$ cat src/rtl/vpsz_tlb_pkg.sv
package vpsz_tlb_pkg;
  typedef enum logic [1:0] {
    ACC_READ  = 2'd0,
    ACC_WRITE = 2'd1,
    ACC_EXEC  = 2'd2,
    ACC_RSVD  = 2'd3
  } acc_e;

  localparam int PERM_R = 0;
  localparam int PERM_W = 1;
  localparam int PERM_X = 2;
  localparam int PERM_W_BITS = 3;
endpackage

$ cat src/rtl/vpsz_tlb_store.sv
module vpsz_tlb_store #(
  parameter int ENTRIES = 32,
  parameter int VA_W    = 32,
  parameter int PA_W    = 32,
  parameter int ASID_W  = 8,
  parameter int SIZE_W  = 6,
  localparam int IDX_W  = $clog2(ENTRIES)
) (
  input  logic                             clk,
  input  logic                             rst_n,
  input  logic                             wr_en,
  input  logic [IDX_W-1:0]                 wr_idx,
  input  logic                             wr_valid,
  input  logic [VA_W-1:0]                  wr_va,
  input  logic [PA_W-1:0]                  wr_pa,
  input  logic [ASID_W-1:0]                wr_asid,
  input  logic [SIZE_W-1:0]                wr_size,
  input  logic [2:0]                       wr_uperm,
  input  logic [2:0]                       wr_sperm,
  output logic [ENTRIES-1:0]               ent_valid,
  output logic [ENTRIES-1:0][VA_W-1:0]     ent_va,
  output logic [ENTRIES-1:0][PA_W-1:0]     ent_pa,
  output logic [ENTRIES-1:0][ASID_W-1:0]   ent_asid,
  output logic [ENTRIES-1:0][SIZE_W-1:0]   ent_size,
  output logic [ENTRIES-1:0][2:0]          ent_uperm,
  output logic [ENTRIES-1:0][2:0]          ent_sperm
);
  logic [ENTRIES-1:0] slot_we;
  logic [ENTRIES-1:0] valid_d;

  // next-state: one-hot write enable and next valid vector
  always_comb begin
    for (int i = 0; i < ENTRIES; i++) begin
      slot_we[i] = wr_en && (wr_idx == IDX_W'(i));
      valid_d[i] = slot_we[i] ? wr_valid : ent_valid[i];
    end
  end

  // valid bits: the only state that needs a reset
  always_ff @(posedge clk or negedge rst_n) begin
    if (!rst_n) begin
      ent_valid <= '0;
    end else if (wr_en) begin
      ent_valid <= valid_d;
    end
  end

  // entry payload: enabled capture, no reset
  always_ff @(posedge clk) begin
    for (int i = 0; i < ENTRIES; i++) begin
      if (slot_we[i]) begin
        ent_va[i]    <= wr_va;
        ent_pa[i]    <= wr_pa;
        ent_asid[i]  <= wr_asid;
        ent_size[i]  <= wr_size;
        ent_uperm[i] <= wr_uperm;
        ent_sperm[i] <= wr_sperm;
      end
    end
  end

  // a write lands in the addressed slot on the next edge
  a_r10_write_lands: assert property (@(posedge clk) disable iff (!rst_n)
    wr_en |=> (ent_valid[$past(wr_idx)] == $past(wr_valid)));
endmodule

$ cat src/rtl/vpsz_tlb_match.sv
module vpsz_tlb_match #(
  parameter int ENTRIES    = 32,
  parameter int VA_W       = 32,
  parameter int ASID_W     = 8,
  parameter int SIZE_W     = 6,
  parameter int PAGE_SHIFT = 12,
  localparam int OFF_W     = SIZE_W + 2
) (
  input  logic [VA_W-1:0]                  lk_va,
  input  logic [ASID_W-1:0]                lk_asid,
  input  logic [ENTRIES-1:0]               ent_valid,
  input  logic [ENTRIES-1:0][VA_W-1:0]     ent_va,
  input  logic [ENTRIES-1:0][ASID_W-1:0]   ent_asid,
  input  logic [ENTRIES-1:0][SIZE_W-1:0]   ent_size,
  output logic [ENTRIES-1:0]               match_vec
);
  localparam logic [OFF_W-1:0] VA_W_L  = OFF_W'(VA_W);
  localparam logic [OFF_W-1:0] SHIFT_L = OFF_W'(PAGE_SHIFT);

  for (genvar g = 0; g < ENTRIES; g++) begin : g_cmp
    logic [OFF_W-1:0] off;
    logic             size_ok;
    logic [VA_W-1:0]  cmp_mask;
    logic             va_eq;
    logic             tag_eq;

    always_comb begin
      off      = SHIFT_L + OFF_W'(ent_size[g]);
      size_ok  = (off <= VA_W_L);
      cmp_mask = ~((VA_W'(1) << off) - VA_W'(1));
      va_eq    = (((lk_va ^ ent_va[g]) & cmp_mask) == '0);
      tag_eq   = (lk_asid == ent_asid[g]);
      match_vec[g] = ent_valid[g] && size_ok && va_eq && tag_eq;
    end
  end
endmodule

$ cat src/rtl/vpsz_tlb_pick.sv
module vpsz_tlb_pick #(
  parameter int ENTRIES = 32,
  localparam int IDX_W  = $clog2(ENTRIES)
) (
  input  logic [ENTRIES-1:0] match_vec,
  output logic               any,
  output logic [IDX_W-1:0]   sel
);
  // lowest index wins
  always_comb begin
    any = 1'b0;
    sel = '0;
    for (int i = 0; i < ENTRIES; i++) begin
      if (match_vec[i] && !any) begin
        any = 1'b1;
        sel = IDX_W'(i);
      end
    end
  end
endmodule

$ cat src/rtl/vpsz_tlb.sv
module vpsz_tlb
  import vpsz_tlb_pkg::*;
#(
  parameter int ENTRIES    = 32,
  parameter int VA_W       = 32,
  parameter int PA_W       = 32,
  parameter int ASID_W     = 8,
  parameter int SIZE_W     = 6,
  parameter int PAGE_SHIFT = 12,
  localparam int IDX_W     = $clog2(ENTRIES),
  localparam int OFF_W     = SIZE_W + 2
) (
  input  logic              clk,
  input  logic              rst_n,
  input  logic              wr_en,
  input  logic [IDX_W-1:0]  wr_idx,
  input  logic              wr_valid,
  input  logic [VA_W-1:0]   wr_va,
  input  logic [PA_W-1:0]   wr_pa,
  input  logic [ASID_W-1:0] wr_asid,
  input  logic [SIZE_W-1:0] wr_size,
  input  logic [2:0]        wr_uperm,
  input  logic [2:0]        wr_sperm,
  input  logic [VA_W-1:0]   lk_va,
  input  logic [ASID_W-1:0] lk_asid,
  input  logic              lk_super,
  input  logic [1:0]        lk_acc,
  output logic              lk_hit,
  output logic [PA_W-1:0]   lk_pa,
  output logic              lk_fault
);
  localparam logic [OFF_W-1:0] VA_W_L  = OFF_W'(VA_W);
  localparam logic [OFF_W-1:0] SHIFT_L = OFF_W'(PAGE_SHIFT);

  logic [ENTRIES-1:0]              ent_valid;
  logic [ENTRIES-1:0][VA_W-1:0]    ent_va;
  logic [ENTRIES-1:0][PA_W-1:0]    ent_pa;
  logic [ENTRIES-1:0][ASID_W-1:0]  ent_asid;
  logic [ENTRIES-1:0][SIZE_W-1:0]  ent_size;
  logic [ENTRIES-1:0][2:0]         ent_uperm;
  logic [ENTRIES-1:0][2:0]         ent_sperm;
  logic [ENTRIES-1:0]              match_vec;
  logic                            any;
  logic [IDX_W-1:0]                sel;

  vpsz_tlb_store #(
    .ENTRIES(ENTRIES), .VA_W(VA_W), .PA_W(PA_W),
    .ASID_W(ASID_W), .SIZE_W(SIZE_W)
  ) u_store (
    .clk(clk), .rst_n(rst_n),
    .wr_en(wr_en), .wr_idx(wr_idx), .wr_valid(wr_valid),
    .wr_va(wr_va), .wr_pa(wr_pa), .wr_asid(wr_asid),
    .wr_size(wr_size), .wr_uperm(wr_uperm), .wr_sperm(wr_sperm),
    .ent_valid(ent_valid), .ent_va(ent_va), .ent_pa(ent_pa),
    .ent_asid(ent_asid), .ent_size(ent_size),
    .ent_uperm(ent_uperm), .ent_sperm(ent_sperm)
  );

  vpsz_tlb_match #(
    .ENTRIES(ENTRIES), .VA_W(VA_W), .ASID_W(ASID_W),
    .SIZE_W(SIZE_W), .PAGE_SHIFT(PAGE_SHIFT)
  ) u_match (
    .lk_va(lk_va), .lk_asid(lk_asid),
    .ent_valid(ent_valid), .ent_va(ent_va),
    .ent_asid(ent_asid), .ent_size(ent_size),
    .match_vec(match_vec)
  );

  vpsz_tlb_pick #(.ENTRIES(ENTRIES)) u_pick (
    .match_vec(match_vec), .any(any), .sel(sel)
  );

  // resolve: permissions and address composition for the chosen entry
  logic [2:0]       perm;
  logic             allowed;
  logic [OFF_W-1:0] sel_off;
  logic [PA_W-1:0]  pass_mask;

  always_comb begin
    perm = lk_super ? ent_sperm[sel] : ent_uperm[sel];
    unique case (acc_e'(lk_acc))
      ACC_READ:  allowed = perm[PERM_R];
      ACC_WRITE: allowed = perm[PERM_W];
      ACC_EXEC:  allowed = perm[PERM_X];
      default:   allowed = 1'b0;
    endcase
    sel_off   = SHIFT_L + OFF_W'(ent_size[sel]);
    pass_mask = (PA_W'(1) << sel_off) - PA_W'(1);
    lk_hit    = any;
    lk_fault  = any && !allowed;
    lk_pa     = any ? ((ent_pa[sel] & ~pass_mask) | (PA_W'(lk_va) & pass_mask))
                    : '0;
  end

  // a fault is only ever raised on a hit
  a_r5_fault_needs_hit: assert property (@(posedge clk) disable iff (!rst_n)
    lk_fault |-> lk_hit);

  // no match means quiet outputs
  a_r7_miss_quiet: assert property (@(posedge clk) disable iff (!rst_n)
    (match_vec == '0) |-> (!lk_hit && !lk_fault && lk_pa == '0));

  // the chosen entry matches and nothing below it does
  a_r8_lowest_wins: assert property (@(posedge clk) disable iff (!rst_n)
    lk_hit |-> (match_vec[sel] &&
                ((match_vec & ((ENTRIES'(1) << sel) - ENTRIES'(1))) == '0)));

  // an oversize entry never supplies a hit
  a_r9_oversize_never_hits: assert property (@(posedge clk) disable iff (!rst_n)
    lk_hit |-> (sel_off <= VA_W_L));

  // page offset bits pass straight through
  a_r1_offset_passthru: assert property (@(posedge clk) disable iff (!rst_n)
    lk_hit |-> (((lk_pa ^ PA_W'(lk_va)) & pass_mask) == '0));
endmodule

$ cat config.mk
export PLATFORM = sky130hd
export DESIGN_NAME = vpsz_tlb
export DESIGN_NICKNAME = d
export VERILOG_FILES = /design/src/rtl/vpsz_tlb_pkg.sv /design/src/rtl/vpsz_tlb_store.sv /design/src/rtl/vpsz_tlb_match.sv /design/src/rtl/vpsz_tlb_pick.sv /design/src/rtl/vpsz_tlb.sv
export SDC_FILE = /design/constraint.sdc
export NUM_CORES = 2
export LEC_CHECK = 0
export ABC_CLOCK_PERIOD_IN_PS = 11300
export CORE_ASPECT_RATIO = 1.5
export CORE_MARGIN = 4
export CORE_UTILIZATION = 25
export CTS_BUF_LIST = sky130_fd_sc_hd__clkbuf_4 sky130_fd_sc_hd__clkbuf_8
export CTS_CLUSTER_SIZE = 10
export DETAILED_ROUTE_END_ITERATION = 16
export PLACE_DENSITY = 0.42
export REMOVE_ABC_BUFFERS = 1
export SLEW_MARGIN = 20
export SYNTH_ARGS = -nofsm -noshare
export SYNTH_HDL_FRONTEND = slang
export SYNTH_SLANG_ARGS = --single-unit
$ cat constraint.sdc
create_clock -name clk -period 11.3 [get_ports clk]
set_clock_uncertainty 0.05 [all_clocks]
set_input_delay 1.695 -clock clk [delete_from_list [all_inputs] [get_ports clk]]
set_output_delay 1.695 -clock clk [all_outputs]
set_load 0.02 [all_outputs]
# After elaboration in Yosys (flattened, before gate mapping)
# Cells that the tools add are included.
# word_totals
register_bits	2720
output_inout_bits	34
inputBits	136
elab_cells	853
# classes
magnitude_cmp	33
mux	74
eq_ne	65
n_reduce_logical	258
shifts	33
n_bitwise	100
add_sub_neg	66
# ops
op	count
32-bit AND	34
32-bit inverter	33
32-bit by 2-bit subtractor with 32-bit output (second input constant)	33
32-bit logical NOT	32
1-bit by 8-bit left shift with 32-bit output (first input constant)	32
32-bit XOR	32
8-bit == test	32
8-bit by 6-bit <= comparator with 1-bit output (second input constant)	32
4-bit by 6-bit adder with 7-bit output (first input constant)	33
32-bit binary-select mux with 5-bit select	1
1-bit logical AND	160
5-bit == test (second input constant)	16
5-bit two-way mux	16
32-bit two-way mux	2
2-bit AND reduction	32
5-bit by 4-bit == test with 1-bit output (second input constant)	8
1-bit two-way mux	33
1-bit logical NOT	32
4-bit two-way mux	8
32-bit bitwise OR	1
1-bit by 7-bit left shift with 32-bit output (first input constant)	1
3-bit binary-select mux with 5-bit select	2
6-bit binary-select mux with 5-bit select	1
3-bit two-way mux	7
other kinds (11)	16

# Depth between registers and ports, before layout
# depth
ltp_word	111
depth_mapped	47
mapped_depth_nobuf	37

# By module
# Synthesis repeated with hierarchy kept, for this count alone.
# unflattened
hier_cells	10100
area_unflattened_um2	135832.8
# modules_own_cells
mod	area_each_um2	instances	cells_each	seq_area_each_um2
vpsz_tlb_store	82222.6	1	2820	81518.2
vpsz_tlb_match	41011.8	1	6425	0.0
vpsz_tlb	12156.7	1	786	0.0
vpsz_tlb_pick	441.7	1	69	0.0

# Least setup slack after synthesis
# No wires, ideal clock.
# synth_path
path_type	flip-flop to output port
startpoint	register u_store.ent_size[26] (netlist bit)
endpoint	output lk_pa[24]
n_path_buf	10
path_slack_ns	-0.758
path_stages_with_launch	47
arrival_time_ns	10.313
cell_sequence	edfxtp_1 -> clkbuf_1 -> clkbuf_1 -> inv_1 -> ha_1 -> buf_2 -> nor4b_1 -> o21ai_0 -> clkbuf_1 -> or3_1 -> ha_1 -> and4b_1 -> a311o_1 -> nor3_2 -> a31oi_1 -> o211a_1 -> a2111oi_1 -> nand4_1 -> [... 11 more ...] -> a211oi_1 -> o211ai_1 -> clkbuf_1 -> inv_1 -> ha_1 -> nand2_1 -> or2_2 -> a21oi_1 -> clkbuf_1 -> or3b_2 -> ha_1 -> inv_1 -> a211oi_2 -> and2_1 -> buf_6 -> nor3_1 -> a211oi_1 -> a211oi_1
# synth_via
elab_chain_cells	100
word_cells_on_any_way	133
cone_classes	add/sub: 4; order compare: 1; shift: 2; mux: 61; bitwise: 6; reduce/logical: 59
# synth_rtl
element	line	rtl
from (decl)	vpsz_tlb_store.sv:24	output logic [ENTRIES-1:0][SIZE_W-1:0] ent_size,
from (signal, indexed assignment)	vpsz_tlb_store.sv:55	ent_size[i] <= wr_size;
4-bit by 6-bit adder with 7-bit output	vpsz_tlb_match.sv:28	off = SHIFT_L + OFF_W'(ent_size[g]);
1-bit by 8-bit left shift with 32-bit output	vpsz_tlb_match.sv:30	cmp_mask = ~((VA_W'(1) << off) - VA_W'(1));
32-bit by 2-bit subtractor with 32-bit output	vpsz_tlb_match.sv:30	
32-bit inverter	vpsz_tlb_match.sv:30	
32-bit AND	vpsz_tlb_match.sv:31	va_eq = (((lk_va ^ ent_va[g]) & cmp_mask) == '0);
32-bit logical NOT	vpsz_tlb_match.sv:31	
1-bit logical AND (2 in a row)	vpsz_tlb_match.sv:33	match_vec[g] = ent_valid[g] && size_ok && va_eq && tag_eq;
1-bit logical AND	vpsz_tlb_pick.sv:14	if (match_vec[i] && !any) begin
[... 83 more ...]	-	
6-bit two-way mux (not written as such)	vpsz_tlb.sv:87	sel_off = SHIFT_L + OFF_W'(ent_size[sel]);
4-bit by 6-bit adder with 7-bit output	vpsz_tlb.sv:87	
1-bit by 7-bit left shift with 32-bit output	vpsz_tlb.sv:88	pass_mask = (PA_W'(1) << sel_off) - PA_W'(1);
32-bit by 2-bit subtractor with 32-bit output	vpsz_tlb.sv:88	
32-bit inverter	vpsz_tlb.sv:91	lk_pa = any ? ((ent_pa[sel] & ~pass_mask) | (PA_W'(lk_va) & pass_mask))
32-bit AND	vpsz_tlb.sv:91	
32-bit bitwise OR	vpsz_tlb.sv:91	
32-bit two-way mux *	vpsz_tlb.sv:91	
to (decl)	vpsz_tlb.sv:29	output logic [PA_W-1:0] lk_pa,
# Every way passes the cells marked *; elsewhere a longest branch is shown, timed or not. The select of a mux whose other input is x is not followed.

# Final worst setup path
# layout_path
startpoint	register u_store.ent_size[32] (netlist bit)
endpoint	output lk_pa[18]
# layout_via
elab_chain_cells	97
word_cells_on_any_way	129
cone_classes	add/sub: 4; order compare: 1; shift: 2; mux: 59; bitwise: 6; reduce/logical: 57
# layout_rtl
element	line
4-bit by 6-bit adder with 7-bit output	vpsz_tlb_match.sv:28
1-bit by 8-bit left shift with 32-bit output	vpsz_tlb_match.sv:30
32-bit by 2-bit subtractor with 32-bit output	vpsz_tlb_match.sv:30
32-bit inverter	vpsz_tlb_match.sv:30
32-bit AND	vpsz_tlb_match.sv:31
32-bit logical NOT	vpsz_tlb_match.sv:31
1-bit logical AND (2 in a row)	vpsz_tlb_match.sv:33
1-bit logical AND	vpsz_tlb_pick.sv:14
[... 80 more ...]	-
6-bit two-way mux (not written as such)	vpsz_tlb.sv:87
4-bit by 6-bit adder with 7-bit output	vpsz_tlb.sv:87
1-bit by 7-bit left shift with 32-bit output	vpsz_tlb.sv:88
32-bit by 2-bit subtractor with 32-bit output	vpsz_tlb.sv:88
32-bit inverter	vpsz_tlb.sv:91
32-bit AND	vpsz_tlb.sv:91
32-bit bitwise OR	vpsz_tlb.sv:91
32-bit two-way mux *	vpsz_tlb.sv:91
# Marked as above.

==> Implementation_results.wiki <==
{| class="wikitable"
! Metric !! Value
|-
| Number of antenna violations at the first check in global routing || between 80 and 90
|-
| Pin count of the biggest net entering global routing || 94
|-
| Headroom to the max-slew limit || between 20% and 30%
|-
| Most common flop cell mapped by yosys || sky130_fd_sc_hd__edfxtp_1
|-
| Wire length reported by the detailed router || about 730,000 um
|-
| Highest achievable clock rate || around 84 MHz
|-
| Layout overhead on the synthesized area || 25.2%
|-
| Violated checks || setup timing
|-
| Pleak || approximately 0.06 uW
|-
| Post-synthesis cell area || approximately 140,000 um^2
|-
| Worst-Skew Late Latency || between 1 and 1.5 ns
|-
| Worst stage delay on the critical path || between 0.5 and 0.6 ns
|-
| Run status || finished, violations left
|-
| Row count || ~340
|-
| Die footprint || approximately 590,000 um^2
|-
| Wire length of the first global-routing pass || between 900,000 and 1,000,000 um
|-
| Vias in the first global route || about 110k
|-
| Height of the die || ~940 um
|-
| Type of the worst min-delay path || in -> async
|-
| Setup repair after global routing missed its margin || true
|-
| Transition time at the pin with the least slew margin || roughly 1.2 ns
|-
| Critical path start-end classification || reg -> out
|-
| Ys Warns || 0
|-
| Total power || approximately 22,000 uW
|-
| Synthesized area per cell || between 10 and 15 um^2
|-
| Number of register bits inferred by synthesis || about 2,700
|-
| Worst EP arrival || slightly above 10 ns
|-
| Critical Path Start Type || flop
|-
| Portion of the clock cycle consumed by the worst path in the final layout || 105%
|-
| Via Count || ~110k
|-
| Maximum Capacitance Violations || 0
|-
| CP max-delay cell || sky130_fd_sc_hd__mux4_2
|-
| TritonCTS sink count || 2,720
|-
| Drt first pass iters || 7
|-
| Post-layout instance count excluding filler cells || 21,400
|-
| Pins over their slew limit || 0
|-
| Remaining number of nets flagged by the antenna check after routing || 0
|-
| Wire length per cell after detailed routing || 34.1 um
|-
| Core Region || 575,000 um^2
|-
| Clock tree from TritonCTS || done
|-
| Clock buffer count from CTS || ~430
|-
| DRC errors left || 0
|-
| Global-route total usage across every layer || 23.8%
|-
| HPWL Detailed || 517,000 um
|-
| Number of hold violations in the final report || 0
|-
| Type of destination of the critical path || output port
|-
| Mapped Cells || around 12,000
|-
| Power density normalized to cell area || roughly 120 nW/um^2
|-
| Count of flip-flops with a built-in enable after synthesis || 2,688
|-
| Number of DRC violations after detailed-routing iteration 0 || 11,400
|-
| Final net count || 13,800
|-
| Distinct cells, synth || around 110
|-
| Maximum clock path buffer count || 4
|-
| Fraction of final layout cells sized beyond drive strength 1 || between 20% and 30%
|-
| CTS root buffer || sky130_fd_sc_hd__clkbuf_8
|-
| Final-report setup violation count || 28
|-
| Critical path required time || ~9.6 ns
|-
| I/O pin count || 170
|-
| H-tree depth || 5
|-
| Post-layout min period || roughly 12 ns
|-
| Starting density of the core || between 20% and 30%
|-
| Count of input and output buffers || 169
|-
| Number of instances in the placed design || ~20,000
|-
| Global placer's final weighted congestion || 0.963
|-
| Via density || approximately 5.3
|-
| Peak ir drop on the vdd network || 0.105 mV
|-
| Share of synthesized area occupied by flip-flops and latches || between 50% and 60%
|-
| Horizontal die dimension || 628 um
|-
| Congestion Overflow GR || 0
|-
| Crit path setup slack, layout || -0.621 ns
|-
| Clock-pin slew on the worst setup and hold paths || 0.07 ns
|-
| Hold buffer count at CTS || 0
|-
| Proportion of synthesized flip-flops having asynchronous set or reset || 1.18%
|-
| Worst-path maximum fanout || 5
|-
| Min Hold Slack || about 0.45 ns
|}
-- layer usage --
metal  part of all wire [%]  track usage [%]
met2                     51             42.8
met4                    7.6             15.7
met3                    4.9             2.77
met5                  0.019                0
met1                     37             26.5
-- synth_stat cells (all sizes together) (136+ instances only) --
library cell	count	area [um^2]
nor2	663	2490
a21oi	458	2310
xnor2	731	6420
xor2	706	6180
clkbuf	512	1920
buf	275	1340
o21ai	541	2710
mux2i	238	2380
edfxtp	2688	80700
mux4	312	7030
nand3	304	1520
nor4	175	1100
o211ai	142	1080
nand2	675	2530
nor3	278	1400
nand4	174	1090
nand2b	136	851
a31oi	142	888
inv	199	747
-- flip-flops by register name (all words and copies together) (netlist names) --
| signal | cells |
|---|---|
| u_store.ent_size | 192 |
| u_store.ent_pa | 1024 |
| u_store.ent_sperm | 96 |
| u_store.ent_asid | 256 |
| u_store.ent_uperm | 96 |
| u_store.ent_valid | 32 |
| u_store.ent_va | 1024 |
-- final cells by class --
type	instances	area [um^2]
clock inverter	174	1410
tap	7546	9440
multi-input combinational	7901	61000
inverter	207	790
fill	58300	394000
timing repair buffer	2260	19100
sequential	2720	81500
clock buffer	587	7220
antenna	37	92.6
-- cell usage in the layout, fill, tap and decap left out, types with 137 or more instances in the layout --
cell type and count:
sky130_fd_sc_hd__nor4_1 148, sky130_fd_sc_hd__inv_1 179, sky130_fd_sc_hd__a21oi_1 429, sky130_fd_sc_hd__mux2i_1 223
sky130_fd_sc_hd__xnor2_1 726, sky130_fd_sc_hd__o211ai_1 140, sky130_fd_sc_hd__nand3_1 297, sky130_fd_sc_hd__mux4_2 312
sky130_fd_sc_hd__xor2_1 704, sky130_fd_sc_hd__o21ai_0 491, sky130_fd_sc_hd__a31oi_1 141, sky130_fd_sc_hd__clkbuf_8 451
sky130_fd_sc_hd__nand2_1 663, sky130_fd_sc_hd__edfxtp_1 2688, sky130_fd_sc_hd__nor3_1 259, sky130_fd_sc_hd__nor2_1 607
sky130_fd_sc_hd__nand4_1 174, sky130_fd_sc_hd__buf_4 2002, sky130_fd_sc_hd__clkbuf_4 137
-- through the flow --
step | utilization, % | worst slack (ns) | TNS [ns] | cell area, um^2
final | 31.4 | -0.621 | -10.80 | 180000
after global routing | 31.4 | -0.877 | -18.26 | 180000
after CTS | 31.2 | -0.714 | -10.09 | 179000
after detailed placement | 29.3 | -2.32 | -56.50 | 168000
after global placement | 29.3 | -2.39 | -56.50 | 168000
after floorplan | - | -35.10 | -1100.43 | 141000
-- cell families after synthesis --
group,Yosys count,share of synthesized area [%]
buffers and inverters,994,2.80
XOR/XNOR,1437,8.74
flip-flops,2720,56.6
adder cells (fa/ha/maj),105,0.899
AO/OA/AOI/OAI,2532,12.1
AND/OR/NAND/NOR,3221,11.9
multiplexers,606,6.97
-- power breakdown --
group / leakage [uW] / internal (uW) / switching, uW / total [uW]
Combinational: 0.0326 / 634 / 1360 / 2000
Sequential: 0.0246 / 11200 / 51.2 / 11300
Clock: 0.00454 / 4630 / 4300 / 8940
Total: 0.0618 / 16500 / 5720 / 22200
-- what timing repair did --
item	4_1_cts	5_1_grt
setup buffers	87	62
resized for setup	464	185
endpoints found under the setup margin	33	33
cloned	2	5
pin swaps	118	91
-- critical path: cells and delay by family (launching register included) --
family / cells / cell delay, ns
flip-flops: 1 / 0.36
multiplexers: 2 / 0.81
adder cells (fa/ha/maj): 4 / 0.70
AND/OR/NAND/NOR: 13 / 3.14
AO/OA/AOI/OAI: 12 / 2.42
buffers and inverters: 11 / 1.56
-- path summary, 6_finish.rpt --
check                                   endpoint  cells after the start  slack (ns)            startpoint
min reg2reg                 u_store.ent_valid[1]                      1        0.45  u_store.ent_valid[1]
min                        u_store.ent_valid[21]                      1        0.45                 rst_n
max                                    lk_pa[18]                     42       -0.62  u_store.ent_size[32]
max reg2reg                 u_store.ent_valid[4]                      1       10.41  u_store.ent_valid[4]
min in group clk            u_store.ent_valid[1]                      1        0.45  u_store.ent_valid[1]
max in group asynchronous   u_store.ent_valid[4]                      2        9.68                 rst_n
Power figures use the tool's default switching activity.
